`config.mk`:
```
export PLATFORM = sky130hd
export DESIGN_NAME = trng_csr
export DESIGN_NICKNAME = d
export VERILOG_FILES = /design/src/rtl/trng_csr_pkg.sv /design/src/rtl/trng_cfg_regs.sv /design/src/rtl/trng_evt_status.sv /design/src/rtl/trng_data_hold.sv /design/src/rtl/trng_csr.sv
export SDC_FILE = /design/constraint.sdc
export NUM_CORES = 1
export LEC_CHECK = 0
export ABC_AREA = 1
export BUFFER_PORTS_ARGS = -buffer_cell sky130_fd_sc_hd__buf_2
export CAP_MARGIN = 15
export CORE_AREA = 5 5 183 185
export DETAILED_ROUTE_END_ITERATION = 10
export DIE_AREA = 0 0 188 190
export GPL_ROUTABILITY_DRIVEN = 1
export PLACE_DENSITY = 0.75
export SLEW_MARGIN = 30
export SYNTH_ARGS = -nofsm -noshare
export SYNTH_HDL_FRONTEND = slang
export SYNTH_SLANG_ARGS = --single-unit
```
`constraint.sdc`:
```
create_clock -name clk -period 2.4 [get_ports clk]
set_input_delay 0.12 -clock clk [delete_from_list [all_inputs] [get_ports clk]]
set_output_delay 0.12 -clock clk [all_outputs]
set_load 0.01 [all_outputs]
```
`src/rtl/trng_csr_pkg.sv`:
```
package trng_csr_pkg;

  localparam int unsigned WORD_W = 32;

  // word-aligned register offsets (byte addresses)
  localparam int unsigned OFS_STAT   = 'h10;
  localparam int unsigned OFS_CTRL   = 'h14;
  localparam int unsigned OFS_CFG    = 'h18;
  localparam int unsigned OFS_ALM    = 'h1C;
  localparam int unsigned OFS_OSCEN  = 'h20;
  localparam int unsigned OFS_DETUNE = 'h24;
  localparam int unsigned OFS_AMASK  = 'h28;
  localparam int unsigned OFS_ASTOP  = 'h2C;
  localparam int unsigned OFS_OPT    = 'h78;
  localparam int unsigned OFS_REV    = 'h7C;

  localparam int unsigned CTRL_EN_BIT = 10;

  // bits of each register that store state
  localparam logic [WORD_W-1:0] CTRL_KEEP = 32'h0000_04FE;
  localparam logic [WORD_W-1:0] CFG_KEEP  = 32'hFFFF_00FF;
  localparam logic [WORD_W-1:0] ALM_KEEP  = 32'h0000_00FF;

  localparam int unsigned N_TUNE = 4;

  typedef enum logic [3:0] {
    SEL_NONE,
    SEL_DATA,
    SEL_STAT,
    SEL_CTRL,
    SEL_CFG,
    SEL_ALM,
    SEL_TUNE,
    SEL_OPT,
    SEL_REV
  } reg_sel_e;

endpackage

```
`src/rtl/trng_cfg_regs.sv`:
```
module trng_cfg_regs
  import trng_csr_pkg::*;
(
  input  logic              clk,
  input  logic              rst_n,
  input  logic              wr_en,
  input  reg_sel_e          sel,
  input  logic [1:0]        tune_idx,
  input  logic [WORD_W-1:0] wdata,
  output logic [WORD_W-1:0] ctrl_q,
  output logic [WORD_W-1:0] cfg_q,
  output logic [WORD_W-1:0] alm_q,
  output logic [WORD_W-1:0] tune_q [N_TUNE]
);

  logic [WORD_W-1:0] ctrl_d, cfg_d, alm_d;
  logic              ctrl_ce, cfg_ce, alm_ce;

  always_comb begin
    ctrl_ce = wr_en && (sel == SEL_CTRL);
    cfg_ce  = wr_en && (sel == SEL_CFG);
    alm_ce  = wr_en && (sel == SEL_ALM);
    ctrl_d  = wdata & CTRL_KEEP;
    cfg_d   = wdata & CFG_KEEP;
    alm_d   = wdata & ALM_KEEP;
  end

  always_ff @(posedge clk or negedge rst_n) begin
    if (!rst_n) begin
      ctrl_q <= '0;
      cfg_q  <= '0;
      alm_q  <= '0;
    end else begin
      if (ctrl_ce) ctrl_q <= ctrl_d;
      if (cfg_ce)  cfg_q  <= cfg_d;
      if (alm_ce)  alm_q  <= alm_d;
    end
  end

  // four full-width oscillator tuning registers
  for (genvar g = 0; g < N_TUNE; g++) begin : g_tune
    logic tune_ce;
    always_comb tune_ce = wr_en && (sel == SEL_TUNE) && (tune_idx == 2'(g));
    always_ff @(posedge clk or negedge rst_n) begin
      if (!rst_n)       tune_q[g] <= '0;
      else if (tune_ce) tune_q[g] <= wdata;
    end
  end

  p_ctrl_keep_r8: assert property (@(posedge clk) disable iff (!rst_n)
    (ctrl_q & ~CTRL_KEEP) == '0);

endmodule

```
`src/rtl/trng_evt_status.sv`:
```
module trng_evt_status #(
  parameter int unsigned N_EVT = 7
) (
  input  logic             clk,
  input  logic             rst_n,
  input  logic [N_EVT-1:0] evt_pulse,
  input  logic             clr_wr,
  input  logic [N_EVT-1:0] clr_mask,
  input  logic [N_EVT-1:0] irq_en,
  output logic [N_EVT-1:0] flags_q,
  output logic             irq
);

  logic [N_EVT-1:0] flags_d;

  for (genvar i = 0; i < N_EVT; i++) begin : g_flag
    // an arriving event outranks a same-cycle clear
    always_comb flags_d[i] = evt_pulse[i] | (flags_q[i] & ~(clr_wr & clr_mask[i]));

    always_ff @(posedge clk or negedge rst_n) begin
      if (!rst_n) flags_q[i] <= 1'b0;
      else        flags_q[i] <= flags_d[i];
    end

    p_evt_sets_r6: assert property (@(posedge clk) disable iff (!rst_n)
      evt_pulse[i] |=> flags_q[i]);

    p_w1c_clears_r5: assert property (@(posedge clk) disable iff (!rst_n)
      (clr_wr && clr_mask[i] && !evt_pulse[i]) |=> !flags_q[i]);

    p_sticky_r5: assert property (@(posedge clk) disable iff (!rst_n)
      (flags_q[i] && !(clr_wr && clr_mask[i])) |=> flags_q[i]);
  end

  always_comb irq = |(flags_q & irq_en);

endmodule

```
`src/rtl/trng_data_hold.sv`:
```
module trng_data_hold #(
  parameter int unsigned WORD_W  = 32,
  parameter int unsigned N_WORDS = 4
) (
  input  logic                        clk,
  input  logic                        rst_n,
  input  logic                        gen_en,
  input  logic                        src_valid,
  input  logic [WORD_W*N_WORDS-1:0]   src_data,
  input  logic                        ack_wr,
  output logic                        src_ready,
  output logic                        ready_q,
  output logic [WORD_W*N_WORDS-1:0]   words_q
);

  logic accept;
  logic ready_d;

  always_comb begin
    src_ready = gen_en & ~ready_q;
    accept    = src_valid & src_ready;
    if (accept)      ready_d = 1'b1;
    else if (ack_wr) ready_d = 1'b0;
    else             ready_d = ready_q;
  end

  always_ff @(posedge clk or negedge rst_n) begin
    if (!rst_n) ready_q <= 1'b0;
    else        ready_q <= ready_d;
  end

  for (genvar w = 0; w < N_WORDS; w++) begin : g_word
    always_ff @(posedge clk or negedge rst_n) begin
      if (!rst_n)      words_q[w*WORD_W +: WORD_W] <= '0;
      else if (accept) words_q[w*WORD_W +: WORD_W] <= src_data[w*WORD_W +: WORD_W];
    end
  end

  p_hold_r3: assert property (@(posedge clk) disable iff (!rst_n)
    ready_q |=> $stable(words_q));

  p_ready_after_take_r4: assert property (@(posedge clk) disable iff (!rst_n)
    $rose(ready_q) |-> $past(src_valid && src_ready));

endmodule

```
`src/rtl/trng_csr.sv`:
```
module trng_csr
  import trng_csr_pkg::*;
#(
  parameter int unsigned ADDR_W      = 8,
  parameter int unsigned N_WORDS     = 4,
  parameter int unsigned N_EVT       = 7,
  parameter int unsigned REV_MAJOR   = 2,
  parameter int unsigned REV_MINOR   = 3,
  parameter int unsigned REV_PATCH   = 4,
  parameter logic [31:0] OPTIONS_VAL = 32'h0
) (
  input  logic                        clk,
  input  logic                        rst_n,
  input  logic [ADDR_W-1:0]           bus_addr,
  input  logic                        bus_we,
  input  logic [WORD_W-1:0]           bus_wdata,
  output logic [WORD_W-1:0]           bus_rdata,
  input  logic                        src_valid,
  input  logic [WORD_W*N_WORDS-1:0]   src_data,
  output logic                        src_ready,
  input  logic [N_EVT-1:0]            fail_evt,
  output logic                        irq
);

  localparam int unsigned WA_W = ADDR_W - 2;
  localparam int unsigned IDX_W = (N_WORDS > 1) ? $clog2(N_WORDS) : 1;
  localparam logic [WORD_W-1:0] REV_VAL =
    {4'h0, 4'(REV_MAJOR), 4'(REV_MINOR), 4'(REV_PATCH), 16'h0};

  logic [WA_W-1:0]             word_addr;
  reg_sel_e                    sel;
  logic [1:0]                  tune_idx;
  logic [IDX_W-1:0]            data_idx;
  logic [WORD_W-1:0]           ctrl_q, cfg_q, alm_q;
  logic [WORD_W-1:0]           tune_q [N_TUNE];
  logic                        stat_wr;
  logic                        ready_q;
  logic [WORD_W*N_WORDS-1:0]   words_q;
  logic [N_EVT-1:0]            flags_q;
  logic [N_EVT-1:0]            irq_en;
  logic                        gen_en;
  logic [WORD_W-1:0]           stat_view;

  // address decode
  always_comb begin
    word_addr = bus_addr[ADDR_W-1:2];
    tune_idx  = bus_addr[3:2];
    data_idx  = bus_addr[IDX_W+1:2];
    if (32'(word_addr) < N_WORDS)                    sel = SEL_DATA;
    else if (32'(word_addr) == OFS_STAT >> 2)        sel = SEL_STAT;
    else if (32'(word_addr) == OFS_CTRL >> 2)        sel = SEL_CTRL;
    else if (32'(word_addr) == OFS_CFG >> 2)         sel = SEL_CFG;
    else if (32'(word_addr) == OFS_ALM >> 2)         sel = SEL_ALM;
    else if ((32'(word_addr) >= OFS_OSCEN >> 2) &&
             (32'(word_addr) <= OFS_ASTOP >> 2))     sel = SEL_TUNE;
    else if (32'(word_addr) == OFS_OPT >> 2)         sel = SEL_OPT;
    else if (32'(word_addr) == OFS_REV >> 2)         sel = SEL_REV;
    else                                             sel = SEL_NONE;
  end

  always_comb begin
    stat_wr = bus_we && (sel == SEL_STAT);
    gen_en  = ctrl_q[CTRL_EN_BIT];
    irq_en  = ctrl_q[N_EVT:1];
  end

  trng_cfg_regs u_cfg (
    .clk      (clk),
    .rst_n    (rst_n),
    .wr_en    (bus_we),
    .sel      (sel),
    .tune_idx (tune_idx),
    .wdata    (bus_wdata),
    .ctrl_q   (ctrl_q),
    .cfg_q    (cfg_q),
    .alm_q    (alm_q),
    .tune_q   (tune_q)
  );

  trng_data_hold #(.WORD_W(WORD_W), .N_WORDS(N_WORDS)) u_hold (
    .clk       (clk),
    .rst_n     (rst_n),
    .gen_en    (gen_en),
    .src_valid (src_valid),
    .src_data  (src_data),
    .ack_wr    (stat_wr && bus_wdata[0]),
    .src_ready (src_ready),
    .ready_q   (ready_q),
    .words_q   (words_q)
  );

  trng_evt_status #(.N_EVT(N_EVT)) u_evt (
    .clk       (clk),
    .rst_n     (rst_n),
    .evt_pulse (fail_evt),
    .clr_wr    (stat_wr),
    .clr_mask  (bus_wdata[N_EVT:1]),
    .irq_en    (irq_en),
    .flags_q   (flags_q),
    .irq       (irq)
  );

  // read mux
  always_comb begin
    stat_view = '0;
    stat_view[N_EVT:0] = {flags_q, ready_q};
    case (sel)
      SEL_DATA: bus_rdata = words_q[32'(data_idx)*WORD_W +: WORD_W];
      SEL_STAT: bus_rdata = stat_view;
      SEL_CTRL: bus_rdata = ctrl_q;
      SEL_CFG:  bus_rdata = cfg_q;
      SEL_ALM:  bus_rdata = alm_q;
      SEL_TUNE: bus_rdata = tune_q[tune_idx];
      SEL_OPT:  bus_rdata = OPTIONS_VAL;
      SEL_REV:  bus_rdata = REV_VAL;
      default:  bus_rdata = '0;
    endcase
  end

  p_no_take_disabled_r2: assert property (@(posedge clk) disable iff (!rst_n)
    !gen_en |-> !src_ready);

  p_no_take_pending_r2: assert property (@(posedge clk) disable iff (!rst_n)
    ready_q |-> !src_ready);

  p_irq_needs_enable_r7: assert property (@(posedge clk) disable iff (!rst_n)
    (irq_en == '0) |-> !irq);

endmodule

```
==> results of run 1 <==
-- cell families (layout without fill, tap and decap cells) --
group	count (synthesis)	in the layout	share of synthesized area, %
simple gates	787	787	22.9
mux	128	128	10.3
other cells	0	4	0
flops	304	304	54.2
buf+inv	148	529	5.23
compound gates	200	200	7.33
-- timing repair --
item / 4_1_cts / 5_1_grt
gates resized for setup: 0 / 0
endpoints found under the hold margin: 318 / 0
hold buffers: 166 / 0
-- sequential cells by signal, summed over array words and instances, names as in the netlist --
signal and count:
u_cfg.alm_q 8, u_cfg.cfg_q 24, u_cfg.ctrl_q 8, u_cfg.tune_q 128, u_evt.flags_q 7, u_hold.ready_q 1
u_hold.words_q 128
-- layer usage --
layer  wire length, um  vias up  track usage (%)  part of all wire [%]
met3              3190      138             5.50                   7.3
met2             21400      517             41.2                    49
met5                11        -                0                 0.025
li1                  -     5817                -                     -
met4              2160        2             11.1                   4.9
met1             17000     6053             29.7                    39
-- metrics by stage --
step,setup WS [ps],std cells
after floorplan,1010,1567
after global placement,263,2129
after detailed placement,171,2129
after CTS,362,2356
after global routing,237,2360
final,338,2360
-- layout make-up --
class	count	area (um^2)	share of cell area, %
Timing Repair Buffer	412	3110	17.0
Antenna cell	4	10.0	0.0549
Multi-Input combinational cell	1115	5700	31.2
Sequential cell	304	7610	41.7
Clock buffer	51	988	5.42
Tap cell	408	510	2.80
Clock inverter	10	104	0.570
Inverter	56	210	1.15
-- critical path: stages --
cell     delay, ps
buf_2          110
nor2_2         290
nand3_2        120
inv_1          520
o21ai_0        310
buf_4          230
nand3_1        100
buf_2          150
-- path summary, 6_finish.rpt --
| kind | start | end | slack [ps] | depth (start not counted) |
|---|---|---|---|---|
| max in group asynchronous | rst_n | u_hold.words_q[68]$_DFFE_PN0P_ | 1330 | 3 |
| min in group asynchronous | rst_n | u_hold.words_q[26]$_DFFE_PN0P_ | 230 | 2 |
| worst min-delay path | bus_wdata[5] | u_cfg.ctrl_q[5]$_DFFE_PN0P_ | 20 | 3 |
| worst min register to register | u_cfg.tune_q[8]$_DFFE_PN0P_ | u_cfg.tune_q[8]$_DFFE_PN0P_ | 480 | 2 |
| worst max-delay path | bus_addr[7] | bus_rdata[17] | 340 | 8 |
| worst max register to register | u_cfg.ctrl_q[10]$_DFFE_PN0P_ | u_hold.words_q[59]$_DFFE_PN0P_ | 620 | 5 |
-- where the power goes --
part,internal [mW],switching (mW),total (mW)
registers,5.92,0.447,6.36
clock network,3.07,2.07,5.14
logic,0.973,0.978,1.95
-- cells in the final DEF, fill, tap and decap left out, types with 27 or more instances in the layout --
cell           netlist  final
dlygate4sd3_1        0    166
nor2_1              54     54
nand3_1             91     91
clkbuf_16            0     37
inv_1               52     51
buf_2               40    209
mux2_2             128    128
nand2_1            601    600
buf_4                6     27
o21ai_0            157    157
dfrtp_1            304    304
==> results.json, run 1 <==
{
  "drt-total-wl_um": 43700,
  "syn_area_per_cell_um2": 8.95,
  "synth_area_leaders": "dfrtp_1 54%, nand2_1 16%, mux2_2 10%, o21ai_0 5.6%, nand3_1 3.2%",
  "cp-start-kind": "primary input",
  "synth-edff-count": 0,
  "initial_core_util_pct": 44.0,
  "power_mw": 13.5,
  "grt_pass1_vias": 12900,
  "post_cts_buffers": 0,
  "yosysWarnings": 0,
  "synth_ff_type": "dfrtp_1",
  "fillers": 2693,
  "synth.most_common_cell": "nand2_1",
  "status": "complete, no violations",
  "cts_tree": "built",
  "hold_path.class": "primary input to register",
  "cts_root_buf": "clkbuf_16",
  "crit_arrival_ps": 1940,
  "core.rowCount": 66,
  "core_mm2": 0.0319,
  "drt_iter0_markers": 1378,
  "slew_viol_final": 0,
  "die_x_um": 188,
  "p_per_area_mw_per_mm2": 738,
  "cts_num_sinks": 304,
  "final_design_area_no_fill_mm2": 0.0182,
  "whs_ps": 16.3,
  "htree_levels": 2,
  "dp_hpwl_um": 26700,
  "drive_above_1_share_pct": 23.0,
  "p_leak_nw": 9.46,
  "final-setup-viol-count": 0,
  "post_drt_wl_per_cell_um": 18.5,
  "drcViolationCount": 0,
  "maxCapViolCount": 0,
  "grt_max_degree": 87,
  "syn_nets": 1746,
  "syn2layout_area_growth_pct": 30.0,
  "async_reset_ff_share_pct": 100,
  "ant_nets": 0,
  "grt_overflow": 0,
  "grt_antenna_before_repair": 5,
  "vias": 12500,
  "die_y_um": 190,
  "rsz0062_at_grt": "no",
  "critical_path_class": "primary input to output pin",
  "final_util_pct": 57.2,
  "fin_crit_sh_pct": 85.9,
  "critPathRequiredTime_ps": 2280,
  "path_clk_slew_ps": 60,
  "clk_latency_ps": 510,
  "grt_use_total_pct": 24.3,
  "pin_count": 213,
  "gp_congestion": 0.812,
  "clock_skew_ps": 13.9,
  "dpl-instance-area_mm2": 0.0155,
  "grt_pass1_wl_um": 69900,
  "synthTopCellsByCount": "601 x nand2_1, 304 x dfrtp_1, 157 x o21ai_0",
  "worst_slew_pin_slew_ps": 938,
  "max_slew_margin_pct": 37.3,
  "hold_violations": 0,
  "vdd_drop_max_uv": 476,
  "io_buffers": 210,
  "period_minus_slack_ps": 2060,
  "cts_buffers": 34,
  "final_nets": 2102,
  "synth_area_mm2": 0.0140,
  "synth_top_area_cell": "dfrtp_1",
  "viasPerCell": 5.31,
  "synth_cell_types": 26,
  "dr.pass1.iters": 5,
  "die-area_mm2": 0.0357,
  "synthCells": 1567,
  "crit_path_max_fanout": 15,
  "clock.fmax_mhz": 485,
  "setup_tns_ps": 0,
  "endpoint_kind": "output pin",
  "ys_seq_area_share_pct": 54.2,
  "synth-seq-cells": 304,
  "cts_buffer_depth": 3,
  "synth_top_area_share_pct": 54.2
}
Note: power is estimated with default switching activity, not from simulation.
==> run 2, diff against run 1 <==
clock period = 2.5 ns   (was 2.4 ns; I/O delays follow)
==> run 2 against run 1 <==
Global-route usage grew 0.054 points. Clock skew shrank 1.1 ps. Clock power decreased by 1%. Flip-flop and latch count unchanged. Highest routed layer unchanged. Critical path type is now register to output pin.
==> results.json, run 2 (synthesized netlist as in run 1, its figures left out) <==
{
  "final_common_cell": "nand2_1",
  "drcViolationCount": 0,
  "drive_above_1_share_pct": 23.2,
  "grt_pass1_vias": 12900,
  "worstReg2RegStart": "u_cfg.ctrl_q[10]$_DFFE_PN0P_",
  "endpoint_kind": "output pin",
  "cts_buffers": 34,
  "period_minus_slack_ps": 1970,
  "grt_use_total_pct": 24.3,
  "clock.fmax_mhz": 509,
  "syn2layout_area_growth_pct": 30.1,
  "final_util_pct": 57.3,
  "fillers": 2689,
  "met1_usage_pct": 30.5,
  "power_mw": 13.1,
  "mostFrequentLayoutCells": "600 x nand2_1, 304 x dfrtp_1, 209 x buf_2",
  "hold_path.class": "primary input to register",
  "grt_max_degree": 73,
  "crit_path_max_fanout": 2,
  "ant_nets": 0,
  "rsz0062_at_grt": "no",
  "cts_tree": "built",
  "die_y_um": 190,
  "grt_overflow": 0,
  "critPathRequiredTime_ps": 2380,
  "initial_core_util_pct": 44.0,
  "startpoint": "u_hold.words_q[119]$_DFFE_PN0P_",
  "clk_latency_ps": 520,
  "cpMostUsedCell": "nand2_1",
  "max_slew_margin_pct": 55.1,
  "reg_top3": "u_cfg.tune_q: 128 flops, u_hold.words_q: 128 flops, u_cfg.cfg_q: 24 flops",
  "viasPerCell": 5.32,
  "cts_buffer_depth": 3,
  "core_mm2": 0.0319,
  "fin_crit_sh_pct": 78.6,
  "whs_ps": 27.0,
  "die_x_um": 188,
  "met2_usage_pct": 41.5,
  "grt_busiest_layer": "met2",
  "hold_violations": 0,
  "ctsResizeCount": 0,
  "drt_iter0_markers": 1161,
  "clock_skew_ps": 12.9,
  "cts_num_sinks": 304,
  "cp-start-kind": "register",
  "slew_viol_final": 0,
  "drt-total-wl_um": 43600,
  "htree_levels": 2,
  "grt_pass1_wl_um": 69700,
  "use_met3_pct": 4.64,
  "reg2reg_slack_ps": 770,
  "slowest_delay_ps": 440,
  "final_design_area_no_fill_mm2": 0.0183,
  "holdBufCountCts": 166,
  "p_per_area_mw_per_mm2": 715,
  "pin_count": 213,
  "path_clk_slew_ps": 60,
  "vias": 12500,
  "final_cells": 2352,
  "core.rowCount": 66,
  "die-area_mm2": 0.0357,
  "dpl_worst_slack_ps": 308,
  "crit_arrival_ps": 1840,
  "dp_cells": 2126,
  "dr.pass1.iters": 5,
  "status": "complete, no violations",
  "r2r-end": "u_hold.words_q[31]$_DFFE_PN0P_",
  "path_cells": "nand2_1 > nand2_1 > o21ai_0 > nand3_1 > buf_2",
  "worst_slew_pin_slew_ps": 673,
  "final_nets": 2099,
  "vdd_drop_max_uv": 497,
  "cp_slowest_cell": "o21ai_0",
  "post_drt_wl_per_cell_um": 18.5,
  "post_cts_buffers": 0,
  "reg2reg_depth": 5,
  "cts_root_buf": "clkbuf_16",
  "dp_hpwl_um": 26400,
  "dpl-instance-area_mm2": 0.0154,
  "critical_path_class": "register to output pin",
  "gp_congestion": 0.827,
  "maxCapViolCount": 0,
  "grt_antenna_before_repair": 3,
  "io_buffers": 210,
  "cp-endpoint": "bus_rdata[23]",
  "p_leak_nw": 9.48,
  "setup_slack_ps": 534,
  "final-setup-viol-count": 0,
  "setup_tns_ps": 0
}
==> run 2: changes by cell type in the layout (fill, tap and decap cells not counted), moves of 2 or more <==
cell	delta
clkbuf_1	-8
clkbuf_8	+8
buf_4	-3
clkbuf_16	-3
clkinv_2	-3
diode_2	-2
==> run 2: worst min path at each step <==
stage	start	end	slack (ps)	cells after the start
6_report	bus_wdata[10]	u_cfg.ctrl_q[10]$_DFFE_PN0P_	30	3
2_1_floorplan	rst_n	u_cfg.alm_q[0]$_DFFE_PN0P_	-170	0
5_1_grt	bus_wdata[10]	u_cfg.ctrl_q[10]$_DFFE_PN0P_	30	3
3_5_place_dp	rst_n	u_hold.words_q[26]$_DFFE_PN0P_	150	1
4_1_cts	bus_wdata[0]	u_cfg.cfg_q[0]$_DFFE_PN0P_	10	3
3_3_place_gp	rst_n	u_hold.words_q[26]$_DFFE_PN0P_	140	1
==> run 2: metal layers <==
metal  routed length (um)  share of wire [%]
met1                17200                 39
met2                21800                 50
met3                 2850                6.5
met4                 1690                3.9
met5                    7              0.016
==> run 2: power by group <==
part,switching (mW),total [mW],internal [mW]
sequential,0.424,6.11,5.68
clock,2.01,5.09,3.08
combinational,0.929,1.86,0.933
==> run 2: critical path: cells and delay by family, from the launching register on <==
family / cells / cell delay (ps)
AO/OA/AOI/OAI: 1 / 440
AND/OR/NAND/NOR: 3 / 330
buffers and inverters: 1 / 190
flip-flops: 1 / 380
==> run 2: final cells by class <==
| type | instances | area, um^2 | area share [%] |
|---|---|---|---|
| inverter | 56 | 210 | 1.15 |
| sequential | 304 | 7610 | 41.7 |
| timing repair buffer | 409 | 3080 | 16.9 |
| multi-input combinational | 1115 | 5700 | 31.2 |
| tap | 408 | 510 | 2.80 |
| antenna | 2 | 5.00 | 0.0274 |
| clock inverter | 10 | 144 | 0.788 |
| clock buffer | 48 | 993 | 5.44 |
==> run 3, diff against run 2 <==
PLACE_DENSITY = 0.77   (was 0.75)
clock period = 1.6 ns   (was 2.5 ns; I/O delays follow)
==> run 3 against run 2 <==
Clock-buffer cell count shrank 1. Sequential share of layout area decreased by 2.1 points. Non-clock buffer count up 70. Clock power grew 38%. Register-to-register slack got worse by 690 ps. First-iteration DRC count is 11% higher. Critical path type unchanged. Cell area up 5.2%. Via count rose by 5.0%. Global-route usage rose by 0.28 points. The run now ends with negative setup slack left. Power grew 52%.
==> results.json, run 3 (synthesized netlist as in run 1, its figures left out) <==
{
  "status": "finished, violations left",
  "violations": "negative setup slack",
  "initial_core_util_pct": 44.0,
  "p_leak_nw": 9.94,
  "startpoint": "u_hold.words_q[50]$_DFFE_PN0P_",
  "cpMostUsedCell": "nand2_1",
  "cts_buffers": 31,
  "crit_path_max_fanout": 2,
  "cts_buffer_depth": 3,
  "die_x_um": 188,
  "clock.fmax_mhz": 557,
  "die_y_um": 190,
  "rsz0062_at_grt": "yes",
  "grt_antenna_before_repair": 4,
  "grt_pass1_wl_um": 71200,
  "htree_levels": 1,
  "drive_above_1_share_pct": 27.9,
  "vdd_drop_max_uv": 994,
  "setup_slack_ps": -197,
  "drcViolationCount": 0,
  "cp_slowest_cell": "dfrtp_1",
  "io_buffers": 210,
  "cp-start-kind": "register",
  "final-setup-viol-count": 25,
  "clk_latency_ps": 560,
  "fin_crit_sh_pct": 112,
  "grt_overflow": 0,
  "drt-total-wl_um": 46200,
  "pin_count": 213,
  "final_nets": 2166,
  "syn2layout_area_growth_pct": 36.9,
  "period_minus_slack_ps": 1800,
  "reg2reg_depth": 5,
  "dp_hpwl_um": 28000,
  "vias": 13100,
  "path_cells": "nand2_1 > nand2_1 > nand2_1 > nand2_1 > a21oi_2 > nand2_2 > buf_6",
  "viasPerCell": 5.44,
  "die-area_mm2": 0.0357,
  "grt_use_total_pct": 24.6,
  "use_met3_pct": 5.03,
  "cts_root_buf": "clkbuf_16",
  "final_common_cell": "nand2_1",
  "met1_usage_pct": 30.0,
  "core_mm2": 0.0319,
  "clock_skew_ps": 9.66,
  "drt_iter0_markers": 1286,
  "cts_num_sinks": 304,
  "maxCapViolCount": 0,
  "max_slew_margin_pct": 61.8,
  "slowest_delay_ps": 400,
  "dpl-instance-area_mm2": 0.0160,
  "critPathRequiredTime_ps": 1520,
  "dr.pass1.iters": 8,
  "worst_slew_pin_slew_ps": 573,
  "crit_arrival_ps": 1720,
  "power_mw": 19.9,
  "cts_tree": "built",
  "whs_ps": 70.2,
  "gp_congestion": 0.872,
  "final_design_area_no_fill_mm2": 0.0192,
  "critical_path_class": "register to output pin",
  "post_drt_wl_per_cell_um": 19.1,
  "grt_max_degree": 77,
  "setup_tns_ps": -1850,
  "grt_pass1_vias": 13400,
  "path_clk_slew_ps": 60,
  "slew_viol_final": 0,
  "reg_top3": "u_cfg.tune_q: 128 flops, u_hold.words_q: 128 flops, u_cfg.cfg_q: 24 flops",
  "endpoint_kind": "output pin",
  "p_per_area_mw_per_mm2": 1040,
  "mostFrequentLayoutCells": "579 x nand2_1, 304 x dfrtp_1, 190 x buf_2",
  "core.rowCount": 66,
  "grt_busiest_layer": "met2",
  "hold_violations": 0,
  "worstReg2RegStart": "u_cfg.ctrl_q[10]$_DFFE_PN0P_",
  "met2_usage_pct": 42.5,
  "hold_path.class": "primary input to async pin",
  "ant_nets": 0
}
run 3: worst paths after layout:
| kind | slack (ps) | end |
|---|---|---|
| max | -200 | bus_rdata[18] |
| min | 70 | u_hold.words_q[11]$_DFFE_PN0P_ |
| max reg2reg | 80 | u_hold.words_q[40]$_DFFE_PN0P_ |
| min reg2reg | 490 | u_cfg.tune_q[76]$_DFFE_PN0P_ |
| max in group asynchronous | 840 | u_hold.words_q[106]$_DFFE_PN0P_ |
| min in group clk | 70 | u_hold.ready_q$_DFFE_PN0P_ |
run 3: stage by stage:
step                utilization [%]  instances  worst slack (ps)
detailed placement             50.1       2167             -89.0
CTS                            59.3       2395              -152
global route                   60.2       2415              -225
floorplan                         -       1567               206
global placement               50.1       2167             -26.1
finish                         60.2       2415              -197
run 3: metal layers:
layer	wire length (um)	up-vias
met5	8	-
met4	2270	2
met3	3690	164
met2	23100	667
met1	17200	6357
li1	-	5940
run 3: area by class of cell:
| class | instances | area (um^2) |
|---|---|---|
| multi-input cells | 1115 | 5930 |
| well taps | 408 | 510 |
| clock buffers | 47 | 936 |
| repair buffers | 479 | 3980 |
| inverters | 56 | 215 |
| diodes | 3 | 7.51 |
| fillers | 2504 | 12700 |
| flip-flops and latches | 304 | 7610 |
| clock inverters | 3 | 18.8 |
run 3: critical path, delay by kind of cell, from the launching register on:
| family | cells | cell delay, ps |
|---|---|---|
| flops | 1 | 400 |
| buf+inv | 1 | 140 |
| simple gates | 5 | 430 |
| compound gates | 1 | 170 |
run 3: repair_timing:
action | 4_1_cts | 5_1_grt
endpoints found under the setup margin | 33 | 106
setup buffers | 5 | 16
gates cloned | 0 | 1
pin swaps | 53 | 36
hold buffers | 173 | 0
endpoints found under the hold margin | 606 | 0
gates resized for setup | 64 | 42
run 3: power by group:
part | switching, mW | internal [mW]
clock network | 3.03 | 3.97
registers | 0.736 | 8.88
logic | 1.58 | 1.70
